### src/rtl/twod_par_pkg.sv
package twod_par_pkg;
  typedef enum logic [1:0] {
    DEC_CLEAN  = 2'd0,
    DEC_FIXED  = 2'd1,
    DEC_CHKERR = 2'd2,
    DEC_FATAL  = 2'd3
  } dec_class_e;
endpackage

### src/rtl/twod_par_gen.sv
module twod_par_gen #(
  parameter int ROWS = 8,
  parameter int COLS = 8,
  localparam int DW  = ROWS * COLS
) (
  input  logic [DW-1:0]   data_i,
  output logic [ROWS-1:0] row_par_o,
  output logic [COLS-1:0] col_par_o
);
  for (genvar r = 0; r < ROWS; r++) begin : g_row
    assign row_par_o[r] = ^data_i[r*COLS +: COLS];
  end

  for (genvar c = 0; c < COLS; c++) begin : g_col
    logic [ROWS-1:0] col_bits;
    for (genvar r = 0; r < ROWS; r++) begin : g_pick
      assign col_bits[r] = data_i[r*COLS + c];
    end
    assign col_par_o[c] = ^col_bits;
  end
endmodule

### src/rtl/twod_par_enc.sv
module twod_par_enc #(
  parameter int ROWS = 8,
  parameter int COLS = 8,
  localparam int DW  = ROWS * COLS,
  localparam int CW  = ROWS + COLS + 1
) (
  input  logic          clk_i,
  input  logic          rst_ni,
  input  logic [DW-1:0] data_i,
  output logic [CW-1:0] chk_o
);
  logic [ROWS-1:0] row_par;
  logic [COLS-1:0] col_par;

  twod_par_gen #(.ROWS(ROWS), .COLS(COLS)) i_gen (
    .data_i   (data_i),
    .row_par_o(row_par),
    .col_par_o(col_par)
  );

  assign chk_o = {^{col_par, row_par}, col_par, row_par};

  // both halves see the same total data parity
  p_halves_agree_r2: assert property (@(posedge clk_i) disable iff (!rst_ni)
    (^chk_o[ROWS-1:0]) == (^chk_o[ROWS+COLS-1:ROWS]));

  p_corner_zero_r3: assert property (@(posedge clk_i) disable iff (!rst_ni)
    chk_o[CW-1] == 1'b0);
endmodule

### src/rtl/twod_par_dec.sv
module twod_par_dec
  import twod_par_pkg::*;
#(
  parameter int ROWS = 8,
  parameter int COLS = 8,
  localparam int DW  = ROWS * COLS,
  localparam int CW  = ROWS + COLS + 1
) (
  input  logic          clk_i,
  input  logic          rst_ni,
  input  logic [DW-1:0] data_i,
  input  logic [CW-1:0] chk_i,
  output logic [DW-1:0] data_o,
  output logic          corr_o,
  output logic          uncorr_o,
  output logic          chk_err_o
);
  logic [ROWS-1:0] row_par, syn_row;
  logic [COLS-1:0] col_par, syn_col;
  logic            syn_k;
  logic            row_none, row_one, col_none, col_one;
  dec_class_e      cls;
  logic [DW-1:0]   flip;

  twod_par_gen #(.ROWS(ROWS), .COLS(COLS)) i_gen (
    .data_i   (data_i),
    .row_par_o(row_par),
    .col_par_o(col_par)
  );

  assign syn_row = row_par ^ chk_i[ROWS-1:0];
  assign syn_col = col_par ^ chk_i[ROWS+COLS-1:ROWS];
  assign syn_k   = ^chk_i;

  assign row_none = (syn_row == '0);
  assign col_none = (syn_col == '0);
  assign row_one  = !row_none && ((syn_row & (syn_row - 1'b1)) == '0);
  assign col_one  = !col_none && ((syn_col & (syn_col - 1'b1)) == '0);

  always_comb begin
    if (row_none && col_none)
      cls = syn_k ? DEC_CHKERR : DEC_CLEAN;
    else if (row_one && col_one)
      cls = DEC_FIXED;
    else if (syn_k && ((row_one && col_none) || (row_none && col_one)))
      cls = DEC_CHKERR;  // lone parity bit flipped
    else
      cls = DEC_FATAL;
  end

  for (genvar r = 0; r < ROWS; r++) begin : g_fr
    for (genvar c = 0; c < COLS; c++) begin : g_fc
      assign flip[r*COLS + c] = (cls == DEC_FIXED) & syn_row[r] & syn_col[c];
    end
  end

  assign data_o    = data_i ^ flip;
  assign corr_o    = (cls == DEC_FIXED);
  assign uncorr_o  = (cls == DEC_FATAL);
  assign chk_err_o = (cls == DEC_CHKERR);

  p_clean_pass_r4: assert property (@(posedge clk_i) disable iff (!rst_ni)
    (row_none && col_none && !syn_k) |-> (data_o == data_i && !corr_o && !uncorr_o && !chk_err_o));

  p_fix_one_bit_r5: assert property (@(posedge clk_i) disable iff (!rst_ni)
    corr_o |-> ($countones(data_o ^ data_i) == 1));

  p_keep_data_r6: assert property (@(posedge clk_i) disable iff (!rst_ni)
    !corr_o |-> (data_o == data_i));

  p_chk_err_pattern_r7: assert property (@(posedge clk_i) disable iff (!rst_ni)
    chk_err_o |-> (syn_k && $countones({syn_row, syn_col}) <= 1));

  p_flags_excl_r8: assert property (@(posedge clk_i) disable iff (!rst_ni)
    $onehot0({corr_o, uncorr_o, chk_err_o}));
endmodule

### src/rtl/twod_par_outreg.sv
module twod_par_outreg #(
  parameter int W       = 8,
  parameter bit OUT_REG = 1'b1
) (
  input  logic         clk_i,
  input  logic         rst_ni,
  input  logic [W-1:0] d_i,
  output logic [W-1:0] q_o
);
  if (OUT_REG) begin : g_reg
    logic [W-1:0] q;
    always_ff @(posedge clk_i or negedge rst_ni) begin
      if (!rst_ni) q <= '0;
      else         q <= d_i;
    end
    assign q_o = q;

    p_one_cycle_r9: assert property (@(posedge clk_i) disable iff (!rst_ni)
      1'b1 |=> (q_o == $past(d_i)));
  end else begin : g_wire
    assign q_o = d_i;
  end
endmodule

### src/rtl/twod_par_ecc.sv
module twod_par_ecc #(
  parameter int ROWS    = 8,
  parameter int COLS    = 8,
  parameter bit OUT_REG = 1'b1,
  localparam int DW     = ROWS * COLS,
  localparam int CW     = ROWS + COLS + 1
) (
  input  logic          clk_i,
  input  logic          rst_ni,
  input  logic [DW-1:0] enc_data_i,
  output logic [CW-1:0] enc_chk_o,
  input  logic [DW-1:0] dec_data_i,
  input  logic [CW-1:0] dec_chk_i,
  output logic [DW-1:0] dec_data_o,
  output logic          dec_corr_o,
  output logic          dec_uncorr_o,
  output logic          dec_chk_err_o
);
  logic [DW-1:0] fix_data;
  logic          fix_corr, fix_uncorr, fix_chk_err;

  twod_par_enc #(.ROWS(ROWS), .COLS(COLS)) i_enc (
    .clk_i (clk_i),
    .rst_ni(rst_ni),
    .data_i(enc_data_i),
    .chk_o (enc_chk_o)
  );

  twod_par_dec #(.ROWS(ROWS), .COLS(COLS)) i_dec (
    .clk_i    (clk_i),
    .rst_ni   (rst_ni),
    .data_i   (dec_data_i),
    .chk_i    (dec_chk_i),
    .data_o   (fix_data),
    .corr_o   (fix_corr),
    .uncorr_o (fix_uncorr),
    .chk_err_o(fix_chk_err)
  );

  twod_par_outreg #(.W(DW + 3), .OUT_REG(OUT_REG)) i_out (
    .clk_i (clk_i),
    .rst_ni(rst_ni),
    .d_i   ({fix_data, fix_corr, fix_uncorr, fix_chk_err}),
    .q_o   ({dec_data_o, dec_corr_o, dec_uncorr_o, dec_chk_err_o})
  );
endmodule

### config.mk
export PLATFORM = sky130hd
export DESIGN_NAME = twod_par_ecc
export DESIGN_NICKNAME = d
export VERILOG_FILES = /design/src/rtl/twod_par_pkg.sv /design/src/rtl/twod_par_gen.sv /design/src/rtl/twod_par_enc.sv /design/src/rtl/twod_par_dec.sv /design/src/rtl/twod_par_outreg.sv /design/src/rtl/twod_par_ecc.sv
export SDC_FILE = /design/constraint.sdc
export NUM_CORES = 1
export LEC_CHECK = 0
export BUFFER_PORTS_ARGS = -buffer_cell sky130_fd_sc_hd__buf_4
export CORE_MARGIN = 4
export CORE_UTILIZATION = 45
export CTS_CLUSTER_DIAMETER = 100
export CTS_CLUSTER_SIZE = 10
export DETAILED_ROUTE_END_ITERATION = 7
export PLACE_DENSITY_LB_ADDON = 0.25
export RECOVER_POWER = 25
export SETUP_SLACK_MARGIN = 0.3
export SYNTH_ARGS = -nofsm -noshare
export SYNTH_HDL_FRONTEND = slang
export SYNTH_SLANG_ARGS = --single-unit
### constraint.sdc
create_clock -name clk_i -period 4 [get_ports clk_i]
set_input_delay 0.4 -clock clk_i [delete_from_list [all_inputs] [get_ports clk_i]]
set_output_delay 0.4 -clock clk_i [all_outputs]
set_load 0.01 [all_outputs]
Word level (Yosys, flattened, before mapping):

Index checks and enable logic that the tools add are counted.

* input port bits: 147
* word-level logic and storage cells: 135
* output and inout port bits: 84
* register bits: 67

* reduce and logical (&&, ||, !) cells: 48
* bitwise gates (word level): 77
* equal/unequal tests: 3
* multiplexer cells: 4
* add/subtract/negate cells: 2

Operators with widths (count)
* $reduce_xor A8 Y1: 32
* $and A1 B1 Y1: 72
* $xor A64 B64 Y64: 1
* $logic_not A8 Y1: 4
* $reduce_xor A17 Y1: 1
* $and A8 B8 Y8: 2
* $reduce_xor A16 Y1: 1
* $sub A8 B1 Y8 const B: 2
* $xor A8 B8 Y8: 2
* $logic_and A1 B1 Y1: 7
* $mux W2: 3
* $eq A2 B2 Y1 const B: 2
* $eq A2 B1 Y1 const B: 1
* $logic_not A1 Y1: 2
* $logic_or A1 B1 Y1: 1
* $mux W1: 1

Depth between registers and ports, before layout:

* word-level depth: 16
* mapped depth: 11
* depth with buffers taken out: 8

Cells and area by module:

Synthesis repeated with hierarchy kept, for this count alone.

* cell total of the unflattened synthesis: 588
* area, all modules: 5984.5 um^2

Modules (own cells, without submodules)
* twod_par_dec: times used 1, cells each 282, area each 2214.6 um^2
* twod_par_gen: times used 2, cells each 112, area each 980.9 um^2
* twod_par_outreg: times used 1, cells each 67, area each 1676.6 um^2
* twod_par_enc: times used 1, cells each 15, area each 131.4 um^2

Least setup slack after synthesis:

Ideal clock, no wire load.

* kind: input -> register
* start point: in dec_data_i[27]
* end point: reg i_out.g_reg.q[48], in the netlist i_out.q_o[48]
* buffers on the path: 2
* cell stages on the path: 10
* required time: 3877 ps
* setup slack: 1040 ps
* arrival: 2837 ps
* library setup time: 123 ps
* cell sequence: xnor2_1 xnor3_1 xnor2_1 or3_4 or3b_4 a221oi_4 buf_6 buf_6 nand4_1 xnor2_1

* cells in the longest elaborated chain, start to end: 16
* elaborated cells between the ends (all ways): 29
* classes of those cells: add/sub (2); eq/ne (1); mux (3); bitwise (7); reduce/logical (16)

RTL lines
* start, declared: line twod_par_ecc.sv:12 `input logic [DW-1:0] dec_data_i,`
* $reduce_xor A8 Y1 (on tied branches): line twod_par_gen.sv:11, twod_par_gen.sv:19
* $xor A8 B8 Y8 (on tied branches): line twod_par_dec.sv:31, twod_par_dec.sv:32
* $sub A8 B1 Y8 (on tied branches): line twod_par_dec.sv:37, twod_par_dec.sv:38
* $and A8 B8 Y8 (on tied branches): line twod_par_dec.sv:37, twod_par_dec.sv:38
* $logic_not A8 Y1 (on tied branches): line twod_par_dec.sv:37, twod_par_dec.sv:38
* $logic_and A1 B1 Y1 (on tied branches): line twod_par_dec.sv:37, twod_par_dec.sv:38
* $logic_and A1 B1 Y1: line twod_par_dec.sv:45 `else if (syn_k && ((row_one && col_none) || (row_none && col_one)))`
* $logic_or A1 B1 Y1: line twod_par_dec.sv:45
* $logic_and A1 B1 Y1: line twod_par_dec.sv:45
* $mux W1: line twod_par_dec.sv:45
* $mux W2: line twod_par_dec.sv:43 `else if (row_one && col_one)`
* $mux W2 *: line twod_par_dec.sv:41 `if (row_none && col_none)`
* $eq A2 B1 Y1 *: line twod_par_dec.sv:53 `assign flip[r*COLS + c] = (cls == DEC_FIXED) & syn_row[r] & syn_col[c];`
* $and A1 B1 Y1 * (2 in a row): line twod_par_dec.sv:53
* $xor A64 B64 Y64 *: line twod_par_dec.sv:57 `assign data_o = data_i ^ flip;`
* net fix_data[45]: line twod_par_ecc.sv:19 `logic [DW-1:0] fix_data;`
* end signal, assigned: line twod_par_outreg.sv:14 `else q <= d_i;`
* end, declared: line twod_par_outreg.sv:11 `logic [W-1:0] q;`

The timed path passes the listed nets; every way through them passes the cells marked *.

Final worst setup path:

* start point: in dec_data_i[6]
* end point: reg i_out.g_reg.q[46], in the netlist i_out.q_o[46]

Same word-level chain as after synthesis.

==> results_dict.tcl <==
set metrics [dict create \
    status "finished, violations left" \
    violations "max-capacitance violations, max-slew violations" \
    p_leak_nw 3.24 \
    fin_worst_hold_slack_ns 0.284 \
    core_area_mm2 0.0120 \
    gp_congestion 0.886 \
    critPathArrivalTime_ns 3.30 \
    synth.net_count 652 \
    clock_path_buffers 2 \
    worst_slack_at_placement_ns 0.601 \
    drt-total-wl_mm 17.1 \
    yosys_warnings 0 \
    fp-row-count 40 \
    finalWorstPathRequiredPeriod_ns 3.09 \
    worstMarginPinSlew_ns 1.69 \
    post_cts.resized_instances 0 \
    tritoncts.num_buffers 9 \
    timing.final.hold_violations 0 \
    cts_root_buf "sky130_fd_sc_hd__clkbuf_16" \
    finalSetupViolations 0 \
    path_clk_slew_ns 0.06 \
    placed_cells_incl_taps 877 \
    required_ns 4.21 \
    drt_pass1_iterations 6 \
    grt.met1_usage_pct 28.9 \
    postSynthAreaPerCell_um2 10.9 \
    num_antenna_cells 0 \
    timing.final.crit_share_pct 77.2 \
    globalRoute.busiestLayer "met2" \
    via_per_inst 5.21 \
    max_cap_violations 1 \
    setup-tns-final_ns 0 \
    final_antenna_net_count 0 \
    report.final.slew_viol_count 68 \
    drive_gt1_share_pct 36.6 \
    cts_post_setup_buffers_inserted 0 \
    via_count_of_the_first_global_routing_pass 5040 \
    start_util_pct 45.8 \
    synth_area_leader_cell "sky130_fd_sc_hd__xnor2_1" \
    finish.net_count 888 \
    h_tree_levels 3 \
    netlist_top_cells_area "sky130_fd_sc_hd__xnor2_1, sky130_fd_sc_hd__dfrtp_1, sky130_fd_sc_hd__xnor3_1" \
    maximum_number_of_pins_on_one_net_before_global_route_repair 68 \
    crit_path_to "i_out.q_o[46]" \
    drc 0 \
    largest_register_ffs 67 \
    setup.worst_path.end_class "flip-flop" \
    seq_area_frac_synth_pct 30.5 \
    yosysTopAreaCellShare_pct 42.4 \
    grt_setup_unrepaired "false" \
    synth.cell_area_mm2 0.00550 \
    ys_ff_latch 67 \
    layout_common_cells "sky130_fd_sc_hd__xnor2_1, sky130_fd_sc_hd__buf_4, sky130_fd_sc_hd__dfrtp_1, sky130_fd_sc_hd__nand4_1, sky130_fd_sc_hd__xor2_1" \
    grtUsageTotal_pct 24.2 \
    instances_no_fill 893 \
    ir_drop_v 0.000378 \
    met2_usage_pct 43.7 \
    timing.setup.critical_path_class "input port to flip-flop" \
    vias 4649 \
    fill_cells 968 \
    numPortBuffers 230 \
    setup.worst_path.start_class "input port" \
    dieHeight_um 119 \
    power.density_mw_per_mm2 464 \
    clock.fmax_mhz 324 \
    tritoncts_clock_tree "built" \
    synthCells 505 \
    floorplan.die_area_mm2 0.0141 \
    dp.final_hpwl_mm 14.0 \
    clock-sinks 67 \
    ioPinCount 231 \
    grt_util_met3_pct 5.79 \
    worst-path-max-fanout 23 \
    worst_slew_margin_rel_pct -12.7 \
    initial_antenna_violation_count 0 \
    area_delta_synth_final_pct 41.7 \
    mostFrequentLayoutCell "sky130_fd_sc_hd__xnor2_1" \
    global_route.overflow_total 0 \
    die_w_um 119 \
    synth_cell_type_count 31 \
    dr.first_iter.drc_count 287 \
    cts_hold_buffers 0 \
    grt_pass1_wl_mm 26.9 \
    route.detailed.wl_per_inst_um 19.1 \
    cp-startpoint "dec_data_i[6]" \
    hold_class "input port to flip-flop" \
    final_critical_path_setup_slack_ns 0.911 \
]
critical path: stages:
cell                      delay (ns)
sky130_fd_sc_hd__buf_4          0.13
sky130_fd_sc_hd__xnor2_1        0.23
sky130_fd_sc_hd__xnor3_1        0.40
sky130_fd_sc_hd__xnor2_1        0.17
sky130_fd_sc_hd__or3_1          0.42
sky130_fd_sc_hd__or3_1          0.41
sky130_fd_sc_hd__a21oi_4        0.41
sky130_fd_sc_hd__buf_4          0.35
sky130_fd_sc_hd__nand4_1        0.16
sky130_fd_sc_hd__xnor2_1        0.20
cell usage after synthesis:
| cell | count |
|---|---|
| sky130_fd_sc_hd__and3_1 | 1 |
| sky130_fd_sc_hd__nand3_1 | 3 |
| sky130_fd_sc_hd__o21bai_1 | 1 |
| sky130_fd_sc_hd__o22ai_1 | 1 |
| sky130_fd_sc_hd__dfrtp_1 | 67 |
| sky130_fd_sc_hd__clkbuf_1 | 11 |
| sky130_fd_sc_hd__o2111ai_1 | 1 |
| sky130_fd_sc_hd__a221oi_4 | 1 |
| sky130_fd_sc_hd__nand2b_1 | 1 |
| sky130_fd_sc_hd__xnor3_1 | 16 |
| sky130_fd_sc_hd__nand4b_1 | 8 |
| sky130_fd_sc_hd__nor3_1 | 1 |
| sky130_fd_sc_hd__xnor2_2 | 4 |
| sky130_fd_sc_hd__or3_1 | 3 |
| sky130_fd_sc_hd__a211oi_1 | 1 |
| sky130_fd_sc_hd__a21o_1 | 1 |
| sky130_fd_sc_hd__a21oi_1 | 3 |
| sky130_fd_sc_hd__xnor2_1 | 266 |
| sky130_fd_sc_hd__nor2b_1 | 1 |
| sky130_fd_sc_hd__or3b_4 | 1 |
| sky130_fd_sc_hd__buf_6 | 3 |
| sky130_fd_sc_hd__or2_2 | 1 |
| sky130_fd_sc_hd__buf_2 | 7 |
| sky130_fd_sc_hd__or3_4 | 2 |
| sky130_fd_sc_hd__o21ai_0 | 4 |
| sky130_fd_sc_hd__xor2_1 | 35 |
| sky130_fd_sc_hd__a222oi_1 | 2 |
| sky130_fd_sc_hd__buf_1 | 1 |
| sky130_fd_sc_hd__nand4_1 | 56 |
| sky130_fd_sc_hd__nor2_1 | 1 |
| sky130_fd_sc_hd__and2_1 | 1 |
final cells by class:
type,count,area [µm²],share of cell area (%)
timing repair buffer,247,1860,23.9
clock inverter,3,67.6,0.867
clock buffer,13,280,3.60
tap,147,184,2.36
multi-input combinational,416,3720,47.7
sequential,67,1680,21.5
where the power goes:
group          total [W]  internal (W)  switching (W)
sequential      0.000724      0.000712      0.0000129
clock           0.000899      0.000614       0.000286
combinational    0.00199      0.000955        0.00103
routing by layer:
layer | wire length, µm | part of all wire (%)
met1 | 6510 | 38
met2 | 8940 | 52
met3 | 1440 | 8.4
met4 | 211 | 1.2
met5 | 0 | 0
cells by family after synthesis:
group / Yosys count / synth area share [%]
compound gates: 15 / 2.16
xor+xnor: 321 / 55.7
buf+inv: 22 / 2.07
flops: 67 / 30.5
simple gates: 80 / 9.60
worst min path at each step:
stage,startpoint,end,slack [ns],cells past startpoint
floorplan,rst_ni,i_out.q_o[0],0.10,0
global placement,rst_ni,i_out.q_o[63],0.55,1
detailed placement,rst_ni,i_out.q_o[63],0.56,1
CTS,rst_ni,i_out.q_o[63],0.21,1
global route,dec_data_i[30],i_out.q_o[33],0.27,2
finish,dec_data_i[0],i_out.q_o[3],0.28,2
metrics by stage:
| step | total power [W] | area, µm² | util, % |
|---|---|---|---|
| 2_1_floorplan | 0.00190 | 5500 | - |
| 3_3_place_gp | 0.00269 | 7450 | 62.0 |
| 3_5_place_dp | 0.00271 | 7450 | 62.0 |
| 4_1_cts | 0.00362 | 7790 | 64.9 |
| 5_1_grt | 0.00379 | 7790 | 64.9 |
| 6_report | 0.00361 | 7790 | 64.9 |
Power figures use the tool's default switching activity.
